**src/rtl/sqwave_mixer_pkg.sv**
```systemverilog
package sqwave_mixer_pkg;

  // Strobes from control to datapath, one set per clock
  typedef struct packed {
    logic capture;  // take a new tuning word
    logic step;     // advance the phase accumulator
    logic drive;    // refresh the clamp enable registers
  } nco_strobe_t;

endpackage

```
**src/rtl/sqwave_mixer_ctrl.sv**
```systemverilog
module sqwave_mixer_ctrl
  import sqwave_mixer_pkg::*;
(
  input  logic        clk,
  input  logic        rstN,
  input  logic        tuneLoad,
  output nco_strobe_t strobe
);

  // Goes high on the first edge after reset release
  logic liveQ;

  always_ff @(posedge clk) begin
    if (!rstN) liveQ <= 1'b0;
    else       liveQ <= 1'b1;
  end

  always_comb begin
    strobe.capture = tuneLoad;
    strobe.step    = liveQ;
    strobe.drive   = liveQ;
  end

endmodule

```
**src/rtl/sqwave_mixer_dp.sv**
```systemverilog
module sqwave_mixer_dp
  import sqwave_mixer_pkg::*;
#(
  parameter int ACC_W = 32
) (
  input  logic             clk,
  input  logic             rstN,
  input  nco_strobe_t      strobe,
  input  logic [ACC_W-1:0] tuneWord,
  output logic             clampEnA,
  output logic             clampEnB
);

  localparam int SIGN_BIT = ACC_W - 1;

  logic [ACC_W-1:0] tuneQ;
  logic [ACC_W-1:0] phaseQ;
  logic             loSign;

  assign loSign = phaseQ[SIGN_BIT];

  // Held tuning word
  always_ff @(posedge clk) begin
    if (!rstN)               tuneQ <= '0;
    else if (strobe.capture) tuneQ <= tuneWord;
  end

  // Phase accumulator, never cleared by a load
  always_ff @(posedge clk) begin
    if (!rstN)            phaseQ <= '0;
    else if (strobe.step) phaseQ <= phaseQ + tuneQ;
  end

  // Registered complementary enables; both released in reset
  always_ff @(posedge clk) begin
    if (!rstN) begin
      clampEnA <= 1'b0;
      clampEnB <= 1'b0;
    end else if (strobe.drive) begin
      clampEnA <= loSign;
      clampEnB <= ~loSign;
    end
  end

endmodule

```
**src/rtl/sqwave_mixer_drv.sv**
```systemverilog
module sqwave_mixer_drv
  import sqwave_mixer_pkg::*;
#(
  parameter int ACC_W = 32
) (
  input  logic             clk,
  input  logic             rstN,
  input  logic [ACC_W-1:0] tuneWord,
  input  logic             tuneLoad,
  output logic             clampEnA,
  output logic             clampEnB
);

  nco_strobe_t strobe;

  sqwave_mixer_ctrl uCtrl (
    .clk      (clk),
    .rstN     (rstN),
    .tuneLoad (tuneLoad),
    .strobe   (strobe)
  );

  sqwave_mixer_dp #(.ACC_W(ACC_W)) uDp (
    .clk      (clk),
    .rstN     (rstN),
    .strobe   (strobe),
    .tuneWord (tuneWord),
    .clampEnA (clampEnA),
    .clampEnB (clampEnB)
  );

endmodule

```
**config.mk**
```make
export PLATFORM = sky130hd
export DESIGN_NAME = sqwave_mixer_drv
export DESIGN_NICKNAME = d
export VERILOG_FILES = /design/src/rtl/sqwave_mixer_pkg.sv /design/src/rtl/sqwave_mixer_ctrl.sv /design/src/rtl/sqwave_mixer_dp.sv /design/src/rtl/sqwave_mixer_drv.sv
export SDC_FILE = /design/constraint.sdc
export NUM_CORES = 1
export LEC_CHECK = 0
export ABC_AREA = 1
export BUFFER_PORTS_ARGS = -buffer_cell sky130_fd_sc_hd__buf_2
export CORE_MARGIN = 1
export CORE_UTILIZATION = 39
export CTS_CLUSTER_SIZE = 16
export DETAILED_ROUTE_END_ITERATION = 10
export SETUP_SLACK_MARGIN = 0.4
export SLEW_MARGIN = 40
export SYNTH_ARGS = -nofsm -noshare
export SYNTH_HDL_FRONTEND = slang
export SYNTH_SLANG_ARGS = --single-unit
export TNS_END_PERCENT = 100
```
**constraint.sdc**
```tcl
create_clock -name clk -period 1.83 [get_ports clk]
set_input_delay 0.4575 -clock clk [delete_from_list [all_inputs] [get_ports clk]]
set_output_delay 0.4575 -clock clk [all_outputs]
set_load 0.05 [all_outputs]
```
==> results.ini, run 1 <==
[setup_path]
cp_max_fo = 4
critPathKind = flip-flop to flip-flop
start_kind = flip-flop
critical_path_required_ns = 2.07
endpoint_kind = flip-flop
critPathArrivalTime_ns = 2.01

[power]
swShare_pct = 33.31
pwr_density_cell_mw_per_mm2 = 717.6
power_switching_uw = 1639
clockPowerShare_pct = 35.6
power_frac_seq_pct = 34.9
comb_power_share_pct = 29.5
p_int_uw = 3281
leakage_uw = 0.003712
ir_worst_vdd_v = 0.0006848

[final_layout]
design_area_mm2 = 0.006855
fill_cells = 1210
num-nets-final = 954
syn_to_final_growth_pct = 42.16
drive_gt1_share_pct = 37.11
diodes = 0

[run]
drv_cap = 0

[cts]
htree_levels = 3
insertion_delay_ns = 0.35
clk_path_buf_depth = 2
cts_hold_buf = 0
cts-root-buf = clkbuf_16
path_clk_slew_ns = 0.06
cts_buffers = 9
cts.sinks = 67
cts_tree = built

[yosys]
synth-edff-count = 0
synthArstFlopShare_pct = 0
netlist.area_leader.share_pct = 27.82
synthDistinctLibCells = 26
synth_seq_cells = 67
seq_area_frac_synth_pct = 27.82
ys_top_cells_by_area = dfxtp_1 (28%), nand2_1 (18%), nor2_1 (13%)
ys.flop_type = dfxtp_1
post-synth-top-area-cell = dfxtp_1
avgSynthCellArea_um2 = 5.845
synthCells = 825
syn-num-nets = 892
yosys_warnings = 0
syn_area_mm2 = 0.004822

[grt]
antenna_found_initial = 0
grt_max_degree = 23
grt_use_total_pct = 23.15
grt_pass1_vias = 4891
grt.overflow.total = 0
grt_pass1_wl_um = 23290

[sta]
fmax_ghz = 0.5668
tightestPinTransition_ns = 0.5870
fin_skew_ns = 0.006127
period_minus_slack_ns = 1.764
rsz0062_at_grt = true
maxSlewHeadroom_pct = 60.82
hold_viol_final = 0
setup_tns_ns = 0
fin_crit_sh_pct = 96.41
maxSlewViolCount = 0
setup_violations = 0

[hold_path]
hold_path.class = input port to flip-flop

[detailed_routing]
routed_wl_um = 13980
ant_nets = 0
vias = 4945
drtIter0Drc = 172
avgViaCountPerCell = 4.759
wl_per_cell_um = 13.46
drt_pass1_iterations = 4
drc = 0

[floorplanning]
die_w_um = 113.2
rows = 40
core_mm2 = 0.01201
die_h_um = 113.2
start_util_pct = 40.15
pin_count = 37
dieArea_mm2 = 0.01281

[placement]
globalplace.congestion = 0.8895
placed_area_mm2 = 0.005635
io_buffers = 36
dpl.hpwl_um = 10200

[status]
status = finished, final reports clean

[flip-flops by register name, summed over array words and instances, names as in the netlist]
register,cells
uDp.phaseQ,32
uDp.tuneQ,32
uCtrl.liveQ,1
uDp.clampEnA,1
uDp.clampEnB,1
[per-stage QoR]
stage	total power (uW)	setup slack, ns	hold WS, ns	util [%]	cells
after floorplan	2579	0.2219	0.4579	-	825
after global placement	2849	0.04366	0.4555	46.92	999
after detailed placement	2867	0.04679	0.4702	46.92	999
after CTS	4776	0.1209	0.3182	53.04	1029
after global routing	5203	-0.03264	0.3411	57.07	1039
final	4919	0.06578	0.3287	57.07	1039
[kinds of logic (layout without fill, tap and decap cells)]
kind of cell             after synthesis  count (layout)  synth area share, %
adder cells (fa/ha/maj)               32              32                8.459
AND/OR/NAND/NOR                      462             462                39.28
flip-flops                            67              67                27.82
AO/OA/AOI/OAI                         79              79                8.407
XOR/XNOR                              15              15                2.725
buffers and inverters                170             237                13.31
[synth_stat cells (all sizes together) (14+ instances only)]
library cell / instances
dfxtp: 67
xor2: 14
a21oi: 23
nand2: 241
o21ai: 52
nor2: 171
clkbuf: 16
inv: 151
ha: 31
nand3: 43
[metal layers]
metal	wire length, um	GRT usage (%)	up-vias
met1	6719	29.66	2227
met5	0	0	-
li1	-	-	2618
met2	6414	38.24	78
met3	535	4.553	22
met4	310	9.123	0
[power groups by stage]
stage	clock network [uW]	registers, uW	logic (uW)
floorplan	0	1720	857
global placement	0	1730	1120
detailed placement	0	1730	1130
CTS	1790	1710	1270
global route	1860	1730	1620
finish	1750	1720	1450
[placed cells by master (no fill, tap or decap), drive strengths merged]
cell      count
a21o          1
a21oi        23
and2          1
buf          68
bufinv        1
clkbuf       12
clkinv        2
clkinvlp      3
dfxtp        67
fa            1
ha           31
inv         151
nand2       241
nand3        43
nand4         3
nor2        171
nor3          3
o21ai        52
o21bai        3
xnor2         1
xor2         14
[critical path, stage by stage (launching register included)]
cell and delay (ns):
dfxtp_2 0.33, ha_4 0.16, fa_2 0.39, nand3_2 0.10, nand3_4 0.10, buf_4 0.16, buf_6 0.10, xor2_1 0.14
o21ai_1 0.12, inv_1 0.05
[worst paths after layout]
check | start | endpoint | slack [ns] | depth (start not counted)
setup / recovery | uDp.tuneQ[0] | uDp.phaseQ[4] | 0.07 | 9
hold / removal | tuneWord[3] | uDp.tuneQ[3] | 0.33 | 3
setup reg to reg | uDp.tuneQ[0] | uDp.phaseQ[4] | 0.07 | 9
hold reg to reg | uDp.clampEnA | uDp.clampEnA | 0.50 | 2
[layout make-up]
cell class	instances	area, um2	share of cell area, %
Multi-Input combinational cell	588	3930	57.33
Sequential cell	67	1409	20.55
Inverter	151	574.3	8.377
Timing Repair Buffer	70	462.9	6.753
Clock buffer	10	229.0	3.340
Tap cell	147	183.9	2.683
Clock inverter	6	66.31	0.9673
[timing repair]
item,CTS,global route
setup endpoints to repair,28,32
endpoints found under the hold margin,0,0
pin swaps,50,56
resized for setup,103,117
setup buffers,14,10
No activity file was read; power rests on OpenSTA's default activity.
==> run 2, diff against run 1 <==
BUFFER_PORTS_ARGS = -buffer_cell sky130_fd_sc_hd__buf_4   (was -buffer_cell sky130_fd_sc_hd__buf_2)
==> results.ini, run 2 (same netlist as run 1, synthesis figures left out) <==
[power]
ir_worst_vdd_v = 0.0006616
pwr_density_cell_mw_per_mm2 = 739.2
leakage_uw = 0.003645

[cts]
cts-root-buf = clkbuf_16
path_clk_slew_ns = 0.06
htree_levels = 3
insertion_delay_ns = 0.35
cts_tree = built
cts.sinks = 67
clk_path_buf_depth = 2
cts_buffers = 9

[sta]
period_minus_slack_ns = 1.745
tightestPinTransition_ns = 0.6314
maxSlewHeadroom_pct = 57.86
fin_crit_sh_pct = 95.37
setup_violations = 0
fin_skew_ns = 0.007222
fmax_ghz = 0.5730
rsz0062_at_grt = true
hold_viol_final = 0
maxSlewViolCount = 0

[floorplanning]
die_w_um = 113.2
core_mm2 = 0.01201
dieArea_mm2 = 0.01281
die_h_um = 113.2
rows = 40
pin_count = 37
start_util_pct = 40.15

[detailed_routing]
avgViaCountPerCell = 4.751
routed_wl_um = 14060
drtIter0Drc = 200
drt_pass1_iterations = 5
ant_nets = 0
wl_per_cell_um = 13.57
drc = 0
vias = 4922

[grt]
antenna_found_initial = 0
grt_use_total_pct = 22.94
grt_pass1_vias = 4731
grt.overflow.total = 0
grt_max_degree = 32
grt_pass1_wl_um = 22840

[setup_path]
rr_worst_depth = 12
critPathKind = flip-flop to flip-flop
endpoint_kind = flip-flop
max_stage_delay_ns = 0.39
r2r-start = uDp.tuneQ[0]
cpMaxStageDelayCell = fa_2
worstReg2RegEnd = uDp.phaseQ[16]
path_common_cell = nand2_1
cp_cell_sequence = ha_4 -> fa_2 -> nand3_2 -> nand3_4 -> nand2_4 -> nand2_4 -> nand2_1 -> nand2_1 -> nand2_1 -> nand2_1 -> o21ai_1 -> inv_1
r2r_setup_slack_ns = 0.08
critical_path_required_ns = 2.07
cp_max_fo = 4
start_kind = flip-flop
critPathArrivalTime_ns = 1.99

[placement]
dpl.hpwl_um = 10270
placed_area_mm2 = 0.005723
io_buffers = 36
globalplace.congestion = 0.8756

[hold_path]
holdCritStartpoint = tuneWord[19]
min_to = uDp.tuneQ[19]
min_delay_path_depth = 3
hold_path.class = input port to flip-flop

[final_layout]
syn_to_final_growth_pct = 41.57
final_cell_mix = nand2_1 (165), nor2_1 (151), inv_1 (134)
drive_gt1_share_pct = 34.76
layout_commonest_cell = nand2_1
diodes = 0
design_area_mm2 = 0.006827
final_util_pct = 56.83
top_regs = uDp.phaseQ x32, uDp.tuneQ x32
num-nets-final = 951

[run]
drv_cap = 0

[status]
status = finished, final reports clean

-- run 2: cell type report --
type / instances / area (um2)
multi-input combinational: 588 / 3822
sequential: 67 / 1398
tap: 147 / 183.9
clock inverter: 7 / 92.59
fill: 1201 / 5185
inverter: 151 / 566.8
clock buffer: 9 / 225.2
timing repair buffer: 67 / 538.0
-- run 2: how the worst max path moves through the flow --
| stage | slack (ns) | cells past startpoint | start | to |
|---|---|---|---|---|
| 2_1_floorplan | 0.22 | 12 | uDp.tuneQ[0] | uDp.phaseQ[16] |
| 3_3_place_gp | 0.05 | 12 | uDp.tuneQ[0] | uDp.phaseQ[30] |
| 3_5_place_dp | 0.04 | 12 | uDp.tuneQ[0] | uDp.phaseQ[30] |
| 4_1_cts | 0.14 | 12 | uDp.tuneQ[0] | uDp.phaseQ[28] |
| 5_1_grt | -0.03 | 12 | uDp.tuneQ[0] | uDp.phaseQ[16] |
| 6_report | 0.08 | 12 | uDp.tuneQ[0] | uDp.phaseQ[16] |
-- run 2: power by group --
| group | switching (uW) | internal (uW) |
|---|---|---|
| Clock | 701 | 1190 |
| Sequential | 119 | 1600 |
| Combinational | 805 | 635 |
| Total | 1630 | 3420 |
-- run 2: metal layers --
layer	track usage, %	wire length (um)
met2	38.40	6688
met4	6.053	129
met1	29.87	6744
met3	4.874	494
met5	0	0
-- run 2: critical path, delay by kind of cell (launching register included) --
| kind | cells | cell delay (ns) |
|---|---|---|
| flops | 1 | 0.33 |
| simple gates | 8 | 0.62 |
| fa+ha+maj | 2 | 0.55 |
| buf+inv | 1 | 0.04 |
| compound gates | 1 | 0.11 |
-- run 2: stage by stage --
step | hold WS, ns | worst slack (ns) | instances | TNS (ns) | total power (uW)
2_1_floorplan | 0.4579 | 0.2219 | 825 | 0 | 2579
3_3_place_gp | 0.4583 | 0.05012 | 997 | 0 | 2873
6_report | 0.3288 | 0.08479 | 1036 | 0 | 5046
4_1_cts | 0.3263 | 0.1426 | 1025 | 0 | 4933
5_1_grt | 0.3309 | -0.02636 | 1036 | -0.02636 | 5327
3_5_place_dp | 0.4630 | 0.04118 | 997 | 0 | 2894
-- run 2: what timing repair did --
item / 4_1_cts / 5_1_grt
endpoints found under the setup margin: 28 / 30
gates resized for setup: 83 / 98
pin swaps: 21 / 48
hold buffers: 0 / 0
buffers inserted: 12 / 11
